## src/rtl/pause_pkg.sv

```systemverilog
package pause_pkg;

    localparam int FRAME_BYTES = 60;
    localparam int PT_W        = 16;
    localparam int SA_W        = 48;
    localparam int IDX_W       = $clog2(FRAME_BYTES);
    localparam int RSV_LO      = 3;
    localparam int RSV_HI      = 15;

    localparam logic [47:0] PAUSE_DEST   = 48'h0180_C200_0001;
    localparam logic [15:0] CTRL_TYPE    = 16'h8808;
    localparam logic [15:0] PAUSE_OPCODE = 16'h0001;

    localparam int OFS_SA  = 6;
    localparam int OFS_TYP = 12;
    localparam int OFS_OP  = 14;
    localparam int OFS_PT  = 16;
    localparam int OFS_PAD = 18;

    typedef struct packed {
        logic [PT_W-1:0] pause_time;
        logic            pass_ctrl;
        logic            fc_enable;
        logic            busy;
    } fc_reg_t;

    function automatic logic [7:0] pick_byte48(input logic [47:0] v, input int pos);
        logic [47:0] sh;
        sh = v >> (8 * (5 - pos));
        return sh[7:0];
    endfunction

    function automatic logic [7:0] frame_byte(input logic [IDX_W-1:0] idx,
                                              input logic [SA_W-1:0]  sa,
                                              input logic [PT_W-1:0]  pt);
        int i;
        i = int'(idx);
        if (i < OFS_SA)            return pick_byte48(PAUSE_DEST, i);
        else if (i < OFS_TYP)      return pick_byte48(sa, i - OFS_SA);
        else if (i == OFS_TYP)     return CTRL_TYPE[15:8];
        else if (i == OFS_TYP + 1) return CTRL_TYPE[7:0];
        else if (i == OFS_OP)      return PAUSE_OPCODE[15:8];
        else if (i == OFS_OP + 1)  return PAUSE_OPCODE[7:0];
        else if (i == OFS_PT)      return pt[15:8];
        else if (i == OFS_PT + 1)  return pt[7:0];
        else                       return 8'h00;
    endfunction

    function automatic logic [31:0] pack_readback(input fc_reg_t r);
        logic [31:0] w;
        w = '0;
        w[31:16] = r.pause_time;
        w[2]     = r.pass_ctrl;
        w[1]     = r.fc_enable;
        w[0]     = r.busy;
        return w;
    endfunction

endpackage

```

## src/rtl/pause_fc_reg.sv

```systemverilog
module pause_fc_reg
    import pause_pkg::*;
(
    input  logic        clk,
    input  logic        rst,
    input  logic        wr_en,
    input  logic [31:0] wr_data,
    input  logic        full_duplex,
    input  logic        frame_done,
    output fc_reg_t     regs,
    output logic        start
);

    logic accept;

    assign accept = wr_en && !regs.busy;
    assign start  = accept && wr_data[0] && full_duplex;

    always_ff @(posedge clk) begin
        if (rst) begin
            regs <= '0;
        end else if (accept) begin
            regs.pause_time <= wr_data[31:16];
            regs.pass_ctrl  <= wr_data[2];
            regs.fc_enable  <= wr_data[1];
            regs.busy       <= start;
        end else if (frame_done) begin
            regs.busy <= 1'b0;
        end
    end

    AST_WRITE_IGNORED_BUSY: assert property (@(posedge clk) disable iff (rst)
        regs.busy && wr_en |=> $stable(regs.pause_time) && $stable(regs.fc_enable) && $stable(regs.pass_ctrl));

    AST_HALF_DUPLEX_NO_START: assert property (@(posedge clk) disable iff (rst)
        wr_en && !full_duplex && !regs.busy |=> !regs.busy);

endmodule

```

## src/rtl/pause_frame_seq.sv

```systemverilog
module pause_frame_seq
    import pause_pkg::*;
(
    input  logic            clk,
    input  logic            rst,
    input  logic            start,
    input  logic [SA_W-1:0] station_addr,
    input  logic [PT_W-1:0] pause_time,
    input  logic            tx_ready,
    output logic            tx_valid,
    output logic [7:0]      tx_data,
    output logic            tx_last,
    output logic            frame_done
);

    localparam logic [IDX_W-1:0] LAST_IDX = IDX_W'(FRAME_BYTES - 1);

    logic             active;
    logic [IDX_W-1:0] idx;
    logic [SA_W-1:0]  sa_q;
    logic             fire;

    assign fire       = active && tx_ready;
    assign tx_valid   = active;
    assign tx_last    = active && (idx == LAST_IDX);
    assign frame_done = fire && (idx == LAST_IDX);
    assign tx_data    = frame_byte(idx, sa_q, pause_time);

    always_ff @(posedge clk) begin
        if (rst) begin
            active <= 1'b0;
            idx    <= '0;
            sa_q   <= '0;
        end else if (start && !active) begin
            active <= 1'b1;
            idx    <= '0;
            sa_q   <= station_addr;
        end else if (fire) begin
            if (idx == LAST_IDX) begin
                active <= 1'b0;
                idx    <= '0;
            end else begin
                idx <= idx + 1'b1;
            end
        end
    end

    AST_HOLD_ON_STALL: assert property (@(posedge clk) disable iff (rst)
        tx_valid && !tx_ready |=> tx_valid && $stable(tx_data) && $stable(tx_last));

    AST_LAST_WITH_VALID: assert property (@(posedge clk) disable iff (rst)
        tx_last |-> tx_valid);

    AST_DONE_DROPS_VALID: assert property (@(posedge clk) disable iff (rst)
        frame_done |=> !tx_valid);

endmodule

```

## src/rtl/pause_tx_ctrl.sv

```systemverilog
module pause_tx_ctrl
    import pause_pkg::*;
(
    input  logic        clk,
    input  logic        rst,
    input  logic        reg_wr_en,
    input  logic [31:0] reg_wr_data,
    output logic [31:0] reg_rd_data,
    input  logic        full_duplex,
    input  logic [47:0] station_addr,
    output logic [7:0]  tx_data,
    output logic        tx_valid,
    output logic        tx_last,
    input  logic        tx_ready,
    output logic        backpressure_req
);

    fc_reg_t regs;
    logic    start;
    logic    frame_done;

    pause_fc_reg i_reg (
        .clk        (clk),
        .rst        (rst),
        .wr_en      (reg_wr_en),
        .wr_data    (reg_wr_data),
        .full_duplex(full_duplex),
        .frame_done (frame_done),
        .regs       (regs),
        .start      (start)
    );

    pause_frame_seq i_seq (
        .clk         (clk),
        .rst         (rst),
        .start       (start),
        .station_addr(station_addr),
        .pause_time  (regs.pause_time),
        .tx_ready    (tx_ready),
        .tx_valid    (tx_valid),
        .tx_data     (tx_data),
        .tx_last     (tx_last),
        .frame_done  (frame_done)
    );

    assign reg_rd_data      = pack_readback(regs);
    assign backpressure_req = regs.fc_enable && !full_duplex;

    AST_BUSY_TRACKS_VALID: assert property (@(posedge clk) disable iff (rst)
        reg_rd_data[0] == tx_valid);

    AST_RESERVED_ZERO: assert property (@(posedge clk) disable iff (rst)
        reg_rd_data[RSV_HI:RSV_LO] == '0);

endmodule

```

## config.mk

```make
export PLATFORM = sky130hd
export DESIGN_NAME = pause_tx_ctrl
export DESIGN_NICKNAME = d
export VERILOG_FILES = /design/src/rtl/pause_pkg.sv /design/src/rtl/pause_fc_reg.sv /design/src/rtl/pause_frame_seq.sv /design/src/rtl/pause_tx_ctrl.sv
export SDC_FILE = /design/constraint.sdc
export NUM_CORES = 1
export LEC_CHECK = 0
export BUFFER_PORTS_ARGS = -buffer_cell sky130_fd_sc_hd__clkbuf_2
export CORE_MARGIN = 2
export CORE_UTILIZATION = 39
export DETAILED_ROUTE_END_ITERATION = 10
export GPL_TIMING_DRIVEN = 0
export PLACE_DENSITY = 0.67
export SYNTH_ARGS = -nofsm -noshare
export SYNTH_HDL_FRONTEND = slang
export SYNTH_SLANG_ARGS = --single-unit
export TNS_END_PERCENT = 1
```

## constraint.sdc

```tcl
create_clock -name clk -period 3.6 [get_ports clk]
set_clock_uncertainty 0.2 [all_clocks]
set_input_delay 0.54 -clock clk [delete_from_list [all_inputs] [get_ports clk]]
set_output_delay 0.54 -clock clk [all_outputs]
set_load 0.01 [all_outputs]
```

==> flow_metrics.tcl, run 1 <==
set metrics [dict create \
    setup_slack_ps -389 \
    syn_to_final_growth_pct 34.3 \
    whs_ps 191 \
    layout_common_cells "139 x nand2_1, 94 x clkbuf_2, 72 x a21oi_1, 72 x dfxtp_1, 31 x buf_4" \
    ir_drop_mv 0.242 \
    drive_gt1_share_pct 31.2 \
    synth_edf_count 0 \
    maxCapViolCount 0 \
    crit_family "compound AO/OA/AOI/OAI gates" \
    setup_tns_ps -2620 \
    worstHoldPathType "in2reg" \
    wl_per_cell_um 14.8 \
    cp-start-kind "register" \
    clockBufferDepth 2 \
    die_area_um2 10800 \
    fp.dieH_um 104 \
    swShare_pct 24.6 \
    ys_ff_latch 74 \
    grt_max_degree 14 \
    p_int_mw 1.39 \
    firstDrtPassIters 5 \
    pwr-share-comb_pct 10.3 \
    pwr-share-clk_pct 42.5 \
    crit_fanout 5 \
    portBuffers 100 \
    outcome "complete, but fails checks" \
    nNetsFinal 740 \
    hold_end "i_reg.regs[10]" \
    numCtsBuffers 9 \
    path_clk_slew_ps 80 \
    antenna_cells 0 \
    drc 0 \
    h-tree-depth 3 \
    multi_input_area_um2 2370 \
    row_count 36 \
    cts_tree "yes" \
    grt_pass1_wl_mm 18.4 \
    period_needed_ps 3990 \
    postSynthCellCount 505 \
    setup_violations 8 \
    required_ps 2860 \
    final_common_cell "nand2_1" \
    avgSynthCellArea_um2 7.72 \
    regArea_um2 1490 \
    max_freq_ghz 0.251 \
    synth.distinct_cells 58 \
    finalCritPeriodShare_pct 111 \
    routed_via_density 5.13 \
    overflow 0 \
    yosysSeqAreaShare_pct 38.0 \
    arrival_ps 3250 \
    async_flop_share_pct 0 \
    wl_mm 11.6 \
    synthesis.area_um2 3900 \
    place_ws_ps -714 \
    core_um2 9730 \
    clockRootBuffer "clkbuf_8" \
    relSlewSlack_pct 46.8 \
    initial_utilization_pct 40.1 \
    ios 128 \
    cpPeakStageDelay_ps 380 \
    grt_pass1_vias 3768 \
    synthesis.yosys.warnings 0 \
    cp-end-kind "output pin" \
    worstSetupPathType "reg2out" \
    p_leak_nw 2.19 \
    p_per_area_nw_per_um2 352 \
    cp_cell_sequence "buf_6 > clkinvlp_4 > ha_4 > and2b_1 > o211ai_1 > o21ai_2 > nand3_2 > ha_4 > nor4b_4 > o2111a_1 > o211a_1 > nand4_1 > buf_6 > o21ai_4 > buf_2" \
    die_width_um 104 \
    vias 4008 \
    fillCellCount 967 \
    antenna_left 0 \
    worstMarginPinSlew_ps 790 \
    place.gp.congestion 0.890 \
    violations "negative setup slack" \
    min_path_cells 3 \
    hold_viol 0 \
    antenna_found_initial 0 \
    regToRegStartpoint "i_seq.idx[0]" \
    drt-initial-drc-count 178 \
    clk_latency_ps 350 \
    reg2reg_depth 7 \
    slew_violations 0 \
    rr_endpoint "i_seq.idx[1]" \
    p_seq_share_pct 47.2 \
    synthFlopType "dfxtp_1" \
    worstHoldStart "reg_wr_data[23]" \
    rsz0062_at_grt "yes" \
    power_switching_mw 0.453 \
    numClockSinks 74 \
    cts_hold_buf 0 \
    cp.depth 15 \
    gr-usage-all-layers_pct 21.2 \
    critPathBufInv 4 \
    crit_slowest_cell "dfxtp_4" \
    rrSetupSlack_ps 1570 \
    post-dp-hpwl_mm 8.66 \
]
-- metrics by stage --
stage	utilization [%]	total power [mW]	cells	cell area [µm²]
floorplan	-	0.992	517	4000
global placement	47.9	1.07	750	4660
detailed placement	47.9	1.08	750	4660
CTS	52.5	1.85	776	5110
global route	53.8	1.91	781	5240
finish	53.8	1.84	781	5240
-- power by group through the flow --
stage / Clock [mW] / Combinational, mW / Sequential [mW]
after global placement: 0 / 0.185 / 0.890
after floorplan: 0 / 0.102 / 0.890
after CTS: 0.789 / 0.190 / 0.870
after global routing: 0.822 / 0.211 / 0.874
after detailed placement: 0 / 0.188 / 0.890
final: 0.784 / 0.190 / 0.870
-- worst min-delay path, stage by stage --
cell and delay, ps:
clkbuf_2 80, nand2_1 40, a21oi_1 50
-- synthesized netlist by cell type (5+ instances only) --
cell      instances  area share, %
a21oi_1          72            9.2
a22oi_1           9            1.7
buf_2            13            1.7
buf_4            15            2.9
clkbuf_1         22            2.1
dfxtp_1          74             38
ha_1             12            3.8
inv_1             5           0.48
mux2i_1           6            1.5
nand2_1         140             13
nand2b_1          5           0.80
nand3_1          10            1.3
nor2_1           17            1.6
nor2b_1           5           0.80
nor3_1            7           0.90
o21ai_0          15            1.9
xnor2_1           5            1.1
-- logic make-up (layout without fill, tap and decap cells) --
family | after synthesis | count (layout) | synth area share (%)
AO/OA/AOI/OAI | 129 | 129 | 20.3
other | 1 | 13 | 0.0962
multiplexers | 12 | 12 | 4.14
buffers and inverters | 58 | 189 | 7.44
flip-flops | 74 | 74 | 38.0
XOR/XNOR | 8 | 8 | 1.80
adder cells (fa/ha/maj) | 12 | 12 | 3.85
AND/OR/NAND/NOR | 211 | 211 | 24.4
-- flip-flops by register name, indices dropped and copies added, names as in the netlist --
| register | count |
|---|---|
| i_seq.idx | 6 |
| i_seq.sa_q | 48 |
| i_reg.regs | 19 |
| i_seq.tx_valid | 1 |
-- routing by layer --
| layer | vias up | wire length, µm | global-route usage (%) |
|---|---|---|---|
| li1 | 2000 | - | - |
| met1 | 1866 | 4940 | 26.8 |
| met2 | 122 | 5740 | 35.7 |
| met3 | 20 | 623 | 3.45 |
| met4 | 0 | 255 | 9.17 |
| met5 | - | 0 | 0 |
-- repair_timing --
item                                    CTS  global route
endpoints found under the setup margin    8             8
hold endpoints to repair                  0             0
setup buffers                            10             8
gates resized for setup                  27            29
pin swaps                                 6            10
-- layout make-up --
class / instances / area share (%)
sequential: 74 / 28.4
clock inverter: 7 / 2.25
buffer: 50 / 5.76
tap: 133 / 3.18
timing repair buffer: 118 / 12.4
inverter: 5 / 0.430
multi-input combinational: 385 / 45.2
clock buffer: 9 / 2.36
-- how the worst max path moves through the flow --
| stage | slack (ps) | end | from |
|---|---|---|---|
| CTS | -440 | tx_data[0] | i_seq.idx[1] |
| floorplan | 2 | tx_data[0] | i_seq.idx[1] |
| finish | -390 | tx_data[0] | i_seq.idx[1] |
| global placement | -630 | tx_data[0] | i_seq.idx[1] |
| global route | -570 | tx_data[0] | i_seq.idx[3] |
| detailed placement | -710 | tx_data[0] | i_seq.idx[1] |
Note: power is estimated with default switching activity, not from simulation.
==> inputs of run 2 (changes only) <==
--- a/config.mk
+++ b/config.mk
@@ -5,12 +5,12 @@
 export SDC_FILE = /design/constraint.sdc
 export NUM_CORES = 1
 export LEC_CHECK = 0
+export ABC_AREA = 1
 export BUFFER_PORTS_ARGS = -buffer_cell sky130_fd_sc_hd__clkbuf_2
-export CORE_MARGIN = 2
 export CORE_UTILIZATION = 39
 export DETAILED_ROUTE_END_ITERATION = 10
 export GPL_TIMING_DRIVEN = 0
-export PLACE_DENSITY = 0.67
+export PLACE_DENSITY = 0.66
 export SYNTH_ARGS = -nofsm -noshare
 export SYNTH_HDL_FRONTEND = slang
 export SYNTH_SLANG_ARGS = --single-unit
==> run 2 against run 1 <==
Compared with the run above: the run now ends clean; area after synthesis is 3.7% higher; cell area is 0.17% higher; fmax is 13% higher; power is 2.4% lower; routed wire length is 3.3% lower; sequential power is 2% higher; sequential share of layout area hardly changed; clock power is 14% lower; flip-flop and latch count stayed put; critical path depth stayed put; critical path type unchanged; critical endpoint is now tx_data[5]; largest power group unchanged.
==> flow_metrics.tcl, run 2 <==
set metrics [dict create \
    synth.distinct_cells 31 \
    core_um2 9910 \
    async_flop_share_pct 0 \
    ios 128 \
    p_int_mw 1.32 \
    synth_most_common_cell "nand2_1" \
    routed_via_density 4.79 \
    worstHoldPathType "in2reg" \
    place_area_um2 4760 \
    wl_per_cell_um 12.8 \
    clk_latency_ps 350 \
    avgSynthCellArea_um2 6.72 \
    outcome "complete, no violations" \
    antenna_cells 0 \
    numCtsBuffers 9 \
    initial_utilization_pct 40.8 \
    row_count 36 \
    path_clk_slew_ps 80 \
    cp-start-kind "register" \
    pwr-share-comb_pct 13.2 \
    crit_fanout 8 \
    fp.dieH_um 104 \
    cp-end-kind "output pin" \
    maxCapViolCount 0 \
    layout_common_cells "122 x nand2_1, 99 x clkbuf_2, 78 x o21ai_0" \
    drc 0 \
    vias 4190 \
    numClockSinks 74 \
    syn_to_final_growth_pct 29.8 \
    p_leak_nw 2.45 \
    grt_pass1_vias 3847 \
    p_seq_share_pct 49.4 \
    firstDrtPassIters 5 \
    regArea_um2 1490 \
    worstSetupPathType "reg2out" \
    slew_violations 0 \
    rsz0062_at_grt "yes" \
    wl_mm 11.2 \
    required_ps 2860 \
    gr-usage-all-layers_pct 20.7 \
    fillCellCount 1033 \
    die_area_um2 10800 \
    synth_area_leader_cell "dfxtp_1" \
    reg.largest.list "i_seq.sa_q x48, i_reg.regs x19, i_seq.idx x6" \
    swShare_pct 26.4 \
    clockBufferDepth 2 \
    synth_top_area_share_pct 36.6 \
    drt-initial-drc-count 202 \
    cts_tree "yes" \
    synthesis.area_um2 4040 \
    finalCritPeriodShare_pct 98.0 \
    cp_cell_sequence "inv_8 > ha_4 > inv_4 > nand2_4 > nand3_4 > inv_4 > nand3_4 > ha_4 > or2_4 > nor2_2 > nand3_2 > a21oi_4 > nand3_1 > a21oi_1 > clkbuf_2" \
    h-tree-depth 3 \
    hold_viol 0 \
    yosysSeqAreaShare_pct 36.6 \
    overflow 0 \
    drive_gt1_share_pct 27.3 \
    power_switching_mw 0.475 \
    dp.cells 848 \
    pwr-share-clk_pct 37.4 \
    synthesis.yosys.warnings 0 \
    relSlewSlack_pct 59.9 \
    post-dp-hpwl_mm 8.48 \
    nNetsFinal 833 \
    crit_family "simple AND/OR/NAND/NOR gates" \
    ys_ff_latch 74 \
    max_freq_ghz 0.283 \
    place.gp.congestion 0.923 \
    portBuffers 101 \
    clockRootBuffer "clkbuf_8" \
    critPathBufInv 4 \
    antenna_left 0 \
    grt_max_degree 13 \
    regMostFlops "i_seq.sa_q" \
    arrival_ps 2790 \
    postSynthCellCount 602 \
    cpPeakStageDelay_ps 410 \
    antenna_found_initial 0 \
    final_cell_area_um2 5250 \
    die_width_um 104 \
    p_per_area_nw_per_um2 343 \
    synthTopCellsByCount "125 x nand2_1, 78 x o21ai_0, 74 x dfxtp_1" \
    largest_reg_flops 48 \
    instances_no_fill 874 \
    ir_drop_mv 0.249 \
    ys_top_cells_by_area "dfxtp_1 37%, nand2_1 12%, o21ai_0 9.7%" \
    multi_input_area_um2 2290 \
    grt_pass1_wl_mm 18.1 \
    whs_ps 208 \
    final_common_cell "nand2_1" \
    synth_edf_count 0 \
    setup_violations 0 \
    worstMarginPinSlew_ps 601 \
    period_needed_ps 3530 \
    crit_slowest_cell "dfxtp_4" \
    synthFlopType "dfxtp_1" \
]
==> run 2: cell families after synthesis <==
family                     count (synthesis)  share of synthesized area (%)
DFF                                       74                           36.6
xor gates and xnor gates                   4                          0.867
other                                      1                         0.0928
buffers and inverters                    115                           12.3
AOI/OAI and AO/OA                        150                           19.1
and+or+nand+nor                          246                           27.3
adders and majority gates                 12                           3.71
==> run 2: path summary, 6_finish.rpt <==
kind / startpoint / endpoint / slack [ps] / cells after the start
max: i_seq.idx[1] / tx_data[5] / 70 / 15
min: rst / i_reg.regs[0] / 210 / 2
max reg2reg: i_reg.regs[0] / i_seq.sa_q[45] / 1590 / 8
min reg2reg: i_seq.sa_q[38] / i_seq.sa_q[38] / 250 / 2
==> run 2: layer usage <==
metal / global-route usage [%] / share of wire [%]
met4: 6.02 / 1.3
met3: 3.65 / 4.5
met2: 35.4 / 48
met5: 0 / 0
met1: 26.6 / 46
==> run 2: power by group through the flow <==
stage               combinational (mW)  sequential, mW  clock, mW
floorplan                        0.136           0.911          0
global placement                 0.235           0.908          0
detailed placement               0.238           0.909          0
CTS                              0.239           0.889      0.679
global route                     0.271           0.894      0.721
finish                           0.238           0.888      0.673
==> run 2: area by class of cell <==
class	instances	share of cell area (%)
multi-input combinational	425	43.6
sequential	74	28.4
timing repair buffer	111	11.1
inverter	74	5.67
buffer	41	4.17
tap	133	3.17
clock buffer	13	3.03
clock inverter	3	0.882
==> run 2: stage by stage <==
stage               total power, mW  util [%]  TNS (ps)  setup WS, ps
finish                         1.80      53.0         0          72.0
floorplan                      1.05         -         0           389
global route                   1.89      53.0      -482         -93.4
detailed placement             1.15      48.0      -558         -91.2
CTS                            1.81      51.2         0          22.3
global placement               1.14      48.0      -378         -66.1
==> run 2: repair_timing <==
item | CTS | global route
setup endpoints to repair | 8 | 8
buffers inserted | 5 | 5
gates resized for setup | 19 | 30
hold buffers | 0 | 0
pin swaps | 6 | 14
